<file path="src/rtl/fir_blk_pkg.sv">
package fir_blk_pkg;

    localparam int SAMP_W = 16;
    localparam int ACC_W  = 32;

    typedef logic signed [SAMP_W-1:0] samp_t;
    typedef logic signed [ACC_W-1:0]  acc_t;

    typedef enum logic [2:0] {
        PH_IDLE,
        PH_PRIME,
        PH_SWEEP,
        PH_TAIL,
        PH_EMIT
    } phase_e;

    // multiply-accumulate in the accumulator width, wrapping on overflow
    function automatic acc_t mac_step(acc_t acc, samp_t smp, samp_t cof);
        acc_t prod;
        prod = acc_t'(smp) * acc_t'(cof);
        return acc + prod;
    endfunction

endpackage

</file>
<file path="src/rtl/fir_seq.sv">
module fir_seq
    import fir_blk_pkg::*;
#(
    parameter int R      = 4,
    parameter int S      = 3,
    parameter int SMP_AW = 10,
    parameter int LEN_W  = 8
) (
    input  logic              clk,
    input  logic              rst,
    input  logic              start,
    input  logic [SMP_AW-1:0] base_idx,
    input  logic [LEN_W-1:0]  flen,
    input  logic              emit_done,
    output phase_e            phase,
    output logic              acc_clr,
    output logic              smp_rd,
    output logic [SMP_AW-1:0] smp_addr,
    output logic              cof_rd,
    output logic [LEN_W-1:0]  cof_addr,
    output logic              shift_en,
    output logic              mac_en
);

    localparam int PW = (R > 2) ? $clog2(R - 1) : 1;
    localparam int SW = $clog2(S + 1);
    localparam logic [PW-1:0] PRIME_LAST = PW'(R - 2);
    localparam logic [SW-1:0] SUB_LAST   = SW'(S - 1);

    logic [SMP_AW-1:0] sptr;
    logic [LEN_W-1:0]  kcnt;
    logic [LEN_W-1:0]  len_q;
    logic [PW-1:0]     pcnt;
    logic [SW-1:0]     sub;

    assign acc_clr  = (phase == PH_IDLE) && start;
    assign smp_rd   = (phase == PH_PRIME) || (phase == PH_SWEEP);
    assign cof_rd   = (phase == PH_SWEEP);
    assign smp_addr = sptr;
    assign cof_addr = kcnt;

    always_ff @(posedge clk) begin
        if (rst) begin
            phase    <= PH_IDLE;
            sptr     <= '0;
            kcnt     <= '0;
            len_q    <= '0;
            pcnt     <= '0;
            sub      <= '0;
            shift_en <= 1'b0;
            mac_en   <= 1'b0;
        end else begin
            shift_en <= (phase == PH_PRIME);
            mac_en   <= (phase == PH_SWEEP);
            unique case (phase)
                PH_IDLE: begin
                    if (start) begin
                        sptr  <= base_idx - SMP_AW'(flen) + SMP_AW'(1);
                        len_q <= flen;
                        kcnt  <= '0;
                        pcnt  <= '0;
                        sub   <= '0;
                        phase <= PH_PRIME;
                    end
                end
                PH_PRIME: begin
                    sptr <= sptr + SMP_AW'(1);
                    pcnt <= pcnt + PW'(1);
                    if (pcnt == PRIME_LAST) phase <= PH_SWEEP;
                end
                PH_SWEEP: begin
                    sptr <= sptr + SMP_AW'(1);
                    kcnt <= kcnt + LEN_W'(1);
                    sub  <= (sub == SUB_LAST) ? '0 : sub + SW'(1);
                    if (kcnt == len_q - LEN_W'(1)) phase <= PH_TAIL;
                end
                PH_TAIL: phase <= PH_EMIT;
                PH_EMIT: if (emit_done) phase <= PH_IDLE;
                default: phase <= PH_IDLE;
            endcase
        end
    end

    // a start must carry a nonzero length that is a multiple of S
    a_r7_len_ok: assert property (@(posedge clk) disable iff (rst)
        (phase == PH_IDLE && start) |-> (flen != '0 && (flen % S) == 0));

    // the sweep ends at the end of a whole iteration of S samples
    a_r7_whole_blocks: assert property (@(posedge clk) disable iff (rst)
        (phase == PH_SWEEP && kcnt == len_q - LEN_W'(1)) |-> (sub == SUB_LAST));

    // during the sweep, sample addresses step by one
    a_r2_smp_step: assert property (@(posedge clk) disable iff (rst)
        (phase == PH_SWEEP && $past(smp_rd)) |-> (smp_addr == $past(smp_addr) + SMP_AW'(1)));

    // reversed taps are read from address zero upward
    a_r3_cof_first: assert property (@(posedge clk) disable iff (rst)
        $rose(cof_rd) |-> (cof_addr == '0));

endmodule

</file>
<file path="src/rtl/fir_mac_bank.sv">
module fir_mac_bank
    import fir_blk_pkg::*;
#(
    parameter int R = 4
) (
    input  logic                      clk,
    input  logic                      rst,
    input  logic                      acc_clr,
    input  logic                      shift_en,
    input  logic                      mac_en,
    input  samp_t                     smp_data,
    input  samp_t                     cof_data,
    output logic [R-1:0][ACC_W-1:0]   acc_o
);

    samp_t hist [R-1];
    samp_t win  [R];

    // window: R-1 older samples from the history, newest from the port
    generate
        for (genvar j = 0; j < R - 1; j++) begin : g_win
            assign win[j] = hist[j];
        end
    endgenerate
    assign win[R-1] = smp_data;

    always_ff @(posedge clk) begin
        if (rst) begin
            for (int i = 0; i < R - 1; i++) hist[i] <= '0;
        end else if (shift_en || mac_en) begin
            for (int i = 0; i < R - 2; i++) hist[i] <= hist[i+1];
            hist[R-2] <= smp_data;
        end
    end

    generate
        for (genvar j = 0; j < R; j++) begin : g_acc
            acc_t acc;
            always_ff @(posedge clk) begin
                if (rst || acc_clr) acc <= '0;
                else if (mac_en)    acc <= mac_step(acc, win[j], cof_data);
            end
            assign acc_o[j] = acc;
        end
    endgenerate

    // clearing never coincides with an accumulation step
    a_r6_clr_excl: assert property (@(posedge clk) disable iff (rst)
        acc_clr |-> !mac_en);

    // priming and accumulating data arrive in separate cycles
    a_r4_data_excl: assert property (@(posedge clk) disable iff (rst)
        !(shift_en && mac_en));

endmodule

</file>
<file path="src/rtl/fir_emit.sv">
module fir_emit
    import fir_blk_pkg::*;
#(
    parameter int R = 4
) (
    input  logic                    clk,
    input  logic                    rst,
    input  logic                    emit_en,
    input  logic [R-1:0][ACC_W-1:0] acc_i,
    input  logic                    res_ready,
    output logic                    res_valid,
    output logic [ACC_W-1:0]        res_data,
    output logic                    emit_done
);

    localparam int IW = (R > 1) ? $clog2(R) : 1;
    localparam logic [IW-1:0] IDX_LAST = IW'(R - 1);

    logic [IW-1:0] idx;

    assign res_valid = emit_en;
    assign res_data  = acc_i[idx];
    assign emit_done = emit_en && res_ready && (idx == IDX_LAST);

    always_ff @(posedge clk) begin
        if (rst)                         idx <= '0;
        else if (emit_en && res_ready)   idx <= (idx == IDX_LAST) ? '0 : idx + IW'(1);
    end

    // a stalled result holds its value
    a_r9_hold: assert property (@(posedge clk) disable iff (rst)
        (res_valid && !res_ready) |=> (res_valid && $stable(res_data)));

    // every pass begins emitting with the lowest index
    a_r1_first_idx: assert property (@(posedge clk) disable iff (rst)
        $rose(res_valid) |-> (idx == '0));

endmodule

</file>
<file path="src/rtl/fir_block_engine.sv">
module fir_block_engine
    import fir_blk_pkg::*;
#(
    parameter int R      = 4,
    parameter int S      = 3,
    parameter int SMP_AW = 10,
    parameter int LEN_W  = 8
) (
    input  logic                    clk,
    input  logic                    rst,
    input  logic                    start,
    input  logic [SMP_AW-1:0]       base_idx,
    input  logic [LEN_W-1:0]        flen,
    output logic                    busy,
    output logic                    smp_rd,
    output logic [SMP_AW-1:0]       smp_addr,
    input  logic signed [15:0]      smp_data,
    output logic                    cof_rd,
    output logic [LEN_W-1:0]        cof_addr,
    input  logic signed [15:0]      cof_data,
    output logic                    res_valid,
    input  logic                    res_ready,
    output logic signed [31:0]      res_data
);

    phase_e                  phase;
    logic                    acc_clr;
    logic                    shift_en;
    logic                    mac_en;
    logic                    emit_done;
    logic [R-1:0][ACC_W-1:0] accs;

    assign busy = (phase != PH_IDLE);

    fir_seq #(.R(R), .S(S), .SMP_AW(SMP_AW), .LEN_W(LEN_W)) u_seq (
        .clk      (clk),
        .rst      (rst),
        .start    (start),
        .base_idx (base_idx),
        .flen     (flen),
        .emit_done(emit_done),
        .phase    (phase),
        .acc_clr  (acc_clr),
        .smp_rd   (smp_rd),
        .smp_addr (smp_addr),
        .cof_rd   (cof_rd),
        .cof_addr (cof_addr),
        .shift_en (shift_en),
        .mac_en   (mac_en)
    );

    fir_mac_bank #(.R(R)) u_bank (
        .clk     (clk),
        .rst     (rst),
        .acc_clr (acc_clr),
        .shift_en(shift_en),
        .mac_en  (mac_en),
        .smp_data(smp_data),
        .cof_data(cof_data),
        .acc_o   (accs)
    );

    fir_emit #(.R(R)) u_emit (
        .clk      (clk),
        .rst      (rst),
        .emit_en  (phase == PH_EMIT),
        .acc_i    (accs),
        .res_ready(res_ready),
        .res_valid(res_valid),
        .res_data (res_data),
        .emit_done(emit_done)
    );

    // busy only drops after the last result handshake
    a_r8_busy_hold: assert property (@(posedge clk) disable iff (rst)
        (busy && !emit_done) |=> busy);

endmodule

</file>
<file path="config.mk">
export PLATFORM = sky130hd
export DESIGN_NAME = fir_block_engine
export DESIGN_NICKNAME = d
export VERILOG_FILES = /design/src/rtl/fir_blk_pkg.sv /design/src/rtl/fir_seq.sv /design/src/rtl/fir_mac_bank.sv /design/src/rtl/fir_emit.sv /design/src/rtl/fir_block_engine.sv
export SDC_FILE = /design/constraint.sdc
export NUM_CORES = 2
export LEC_CHECK = 0
export ABC_AREA = 0
export CORE_ASPECT_RATIO = 1.4
export CORE_MARGIN = 8
export CORE_UTILIZATION = 45
export CTS_CLUSTER_DIAMETER = 50
export CTS_CLUSTER_SIZE = 40
export DETAILED_ROUTE_END_ITERATION = 12
export GPL_TIMING_DRIVEN = 0
export PLACE_DENSITY_LB_ADDON = 0.1
export SYNTH_ARGS = -nofsm -noshare
export SYNTH_HDL_FRONTEND = slang
export SYNTH_HIERARCHICAL = 1
export SYNTH_SLANG_ARGS = --single-unit
</file>
<file path="constraint.sdc">
create_clock -name clk -period 8.6 [get_ports clk]
set_input_delay 1.29 -clock clk [delete_from_list [all_inputs] [get_ports clk]]
set_output_delay 1.29 -clock clk [all_outputs]
set_load 0.03 [all_outputs]
</file>
==> key figures <==
Run status
  – Outcome: complete, but fails checks
  – Violated checks: capacitance limit, slew limit

STA
  – RSZ-0062 raised after global routing: no
  – Final Hold Vio Count: 0
  – Fmax: around 120 MHz
  – Finish-stage setup viols: 0
  – Tcrit/Tclk final: 98.5%
  – Clock period minus worst slack: between 8 and 9 ns
  – Final worst slack: roughly 0.13 ns
  – Clock Skews: between 0.04 and 0.05 ns
  – Worst Tran Pin Value: between 1.5 and 2 ns
  – Final slew viol count: 11
  – Slew margin rel.: -5.39%

Clock tree
  – Longest Clk Path Bufs: 3
  – CTS root buffer: clkbuf_16
  – Worst-skew pair later-pin latency: about 0.64 ns
  – Cts hold-fix bufs: 0
  – H-tree lvl count: 2
  – CTS Sinks: 211
  – CTS tree: done
  – Post-CTS Repair Setup Buffers: 0
  – Post-CTS Resized: 21
  – CTS buffer count: between 40 and 50
  – Clk slew on worst S/H paths: 0.06 ns

GRT
  – Vias in the first global route: 41.6k
  – GRT Resource Usage Total: 29.4%
  – Initial antenna violation count: 15
  – Largest net degree at the start of global routing: 26
  – First-pass GRT wire length: approximately 270 mm
  – Gr ovfl total: 0

Job
  – Max-cap violation count: 1

Route
  – Final WL: 185 mm
  – TritonRoute pass-1 iters: 8
  – Residual DRC: 0
  – DRT antenna net count: 0
  – DR vias/cell: 5.40
  – Iter 0 DRT Violations: roughly 2.8k
  – Vias: 39.4k
  – Routed length per placed instance: 25.3 um

Die
  – Ports: about 110
  – Die Y: 420 um
  – Die width: around 300 um
  – Initial Utilization: 45.3%
  – Die Area: 0.128 sq mm
  – Core ar.: between 0.1 and 0.15 sq mm
  – Site row count: 148

Yosys
  – Seq/Total Area, Yosys: 8.95%
  – Cell taking the most area after synthesis: fa_1
  – Synth unique cells: 82
  – Synthesized instance count: 5,633
  – Post-synth top area share: between 40% and 50%
  – Synth top area cells: fa_1 (45%), ha_1 (9.8%), inv_1 (9.8%)
  – Async SR Flop Fraction: 0%
  – Register bit total from synthesis: roughly 210
  – Synth Net Count: between 7k and 8k
  – Top-count cell post-synth: inv_1
  – Mean Syn Cell Area: a little over 9 sq um
  – Synth warn: 6
  – Number of synthesized flops with an enable pin: 48
  – Mapped Area: around 0.053 sq mm
  – Top_reg_cell synth: dfxtp_1
  – Post-synth top cells: inv_1 (1,369), fa_1 (1,169), nand2_1 (574), and2_1 (544), ha_1 (413)

Cells and area
  – Fin cells: approximately 7.3k
  – Share of post-route cells with drive strength above 1: 3.20%
  – Filler instances: approximately 11k
  – Area growth, synth to finish: 8.41%
  – Antenna fix cells: 0
  – Final net count: 7,410

Critical path
  – CP arrival: between 8 and 9 ns
  – Crit Path Category: input pin to flip-flop
  – CP Launch Type: input pin
  – Worst setup EP type: flip-flop
  – Critical path peak fanout: 10
  – Worst path required time: approximately 9 ns

Place
  – Dpl cells: slightly above 7k
  – IO Port Bufs: between 90 and 100
  – Routability congestion estimate: approximately 1.0
  – HPWL Detailed: between 150 and 200 mm
  – Dpl ws: -1.36 ns

Hold path
  – Worst hold path type: flip-flop to flip-flop
-- path summary, 6_finish.rpt --
check	endpoint	cells past startpoint	slack, ns	start
max	u_bank/g_acc[2].acc[31]	23	0.13	cof_data[10]
min	u_seq/len_q[7]	2	0.47	u_seq/len_q[7]
max reg2reg	u_bank/g_acc[1].acc[31]	22	0.85	u_bank/hist[0][31]
min reg2reg	u_seq/len_q[7]	2	0.47	u_seq/len_q[7]
-- layer usage --
layer / part of all wire [%] / GRT usage (%)
met2: 47 / 48.5
met1: 36 / 34.1
met3: 7.5 / 5.24
met5: 0.018 / 0
met4: 9.9 / 22.5
-- final cells by class --
| cell class | count | area [sq um] | share of cell area [%] |
|---|---|---|---|
| clock buffer | 52 | 1180 | 2.07 |
| multi-input combinational | 3815 | 41800 | 73.3 |
| inverter | 1371 | 5150 | 9.03 |
| tap | 1500 | 1880 | 3.29 |
| sequential | 211 | 4700 | 8.25 |
| timing repair buffer | 96 | 986 | 1.73 |
| clock inverter | 28 | 310 | 0.544 |
| buffer | 236 | 987 | 1.73 |
-- worst max-delay path: stages --
cell and delay (ns):
clkbuf_2 0.49, clkbuf_1 1.21, and2_1 0.31, fa_1 0.40
inv_1 0.09, fa_1 0.39, inv_1 0.10, fa_1 0.44
fa_1 0.46, fa_1 0.49, inv_1 0.05, fa_1 0.47
inv_1 0.04, ha_1 0.34, o21a_1 0.18, o21ai_0 0.69
nor2_1 0.09, a221oi_1 0.35, o21ai_2 0.18, a31oi_1 0.38
o221ai_1 0.21, xnor2_1 0.18, a21oi_1 0.08
-- per-stage QoR --
stage	util [%]	cell area (sq um)	hold slack, ns	setup TNS (ns)
2_1_floorplan	-	52600	0.441	0
3_3_place_gp	47.7	55400	0.464	-24.64
3_5_place_dp	47.8	55500	0.466	-19.12
4_1_cts	49.1	57000	0.474	0
5_1_grt	49.1	57000	0.504	0
6_report	49.1	57000	0.473	0
-- placed cells by master (no fill, tap or decap), types with 45 or more instances in the layout --
cell,count
clkbuf_1,189
xnor2_1,117
and2_1,544
inv_1,1369
nor2_1,233
a21o_1,45
clkdlybuf4s50_1,91
clkbuf_16,45
fa_1,1169
xor2_1,49
dfxtp_1,163
a21oi_1,121
nand2_1,574
edfxtp_1,48
mux2i_1,62
ha_1,413
o21ai_0,98
-- sequential cells by signal (all words and copies together) (netlist names) --
name,count
u_bank/g_acc.acc,128
u_bank/hist,48
u_seq/smp_addr,10
u_seq/cof_addr,8
u_seq/len_q,8
u_seq/phase,3
u_emit/idx,2
u_seq/pcnt,2
u_seq/mac_en,1
u_seq/shift_en,1
-- cell families after synthesis --
kind of cell / after synthesis / share of synthesized area, %
buffers and inverters: 1607 / 11.6
muxes: 96 / 2.62
DFF: 211 / 8.95
and+or+nand+nor: 1530 / 14.3
AOI/OAI and AO/OA: 441 / 5.46
adders and majority gates: 1582 / 54.3
xor gates and xnor gates: 166 / 2.76
Power is not shown: default switching activity piles up to over one toggle a cycle in this logic, so the estimate is an artifact.
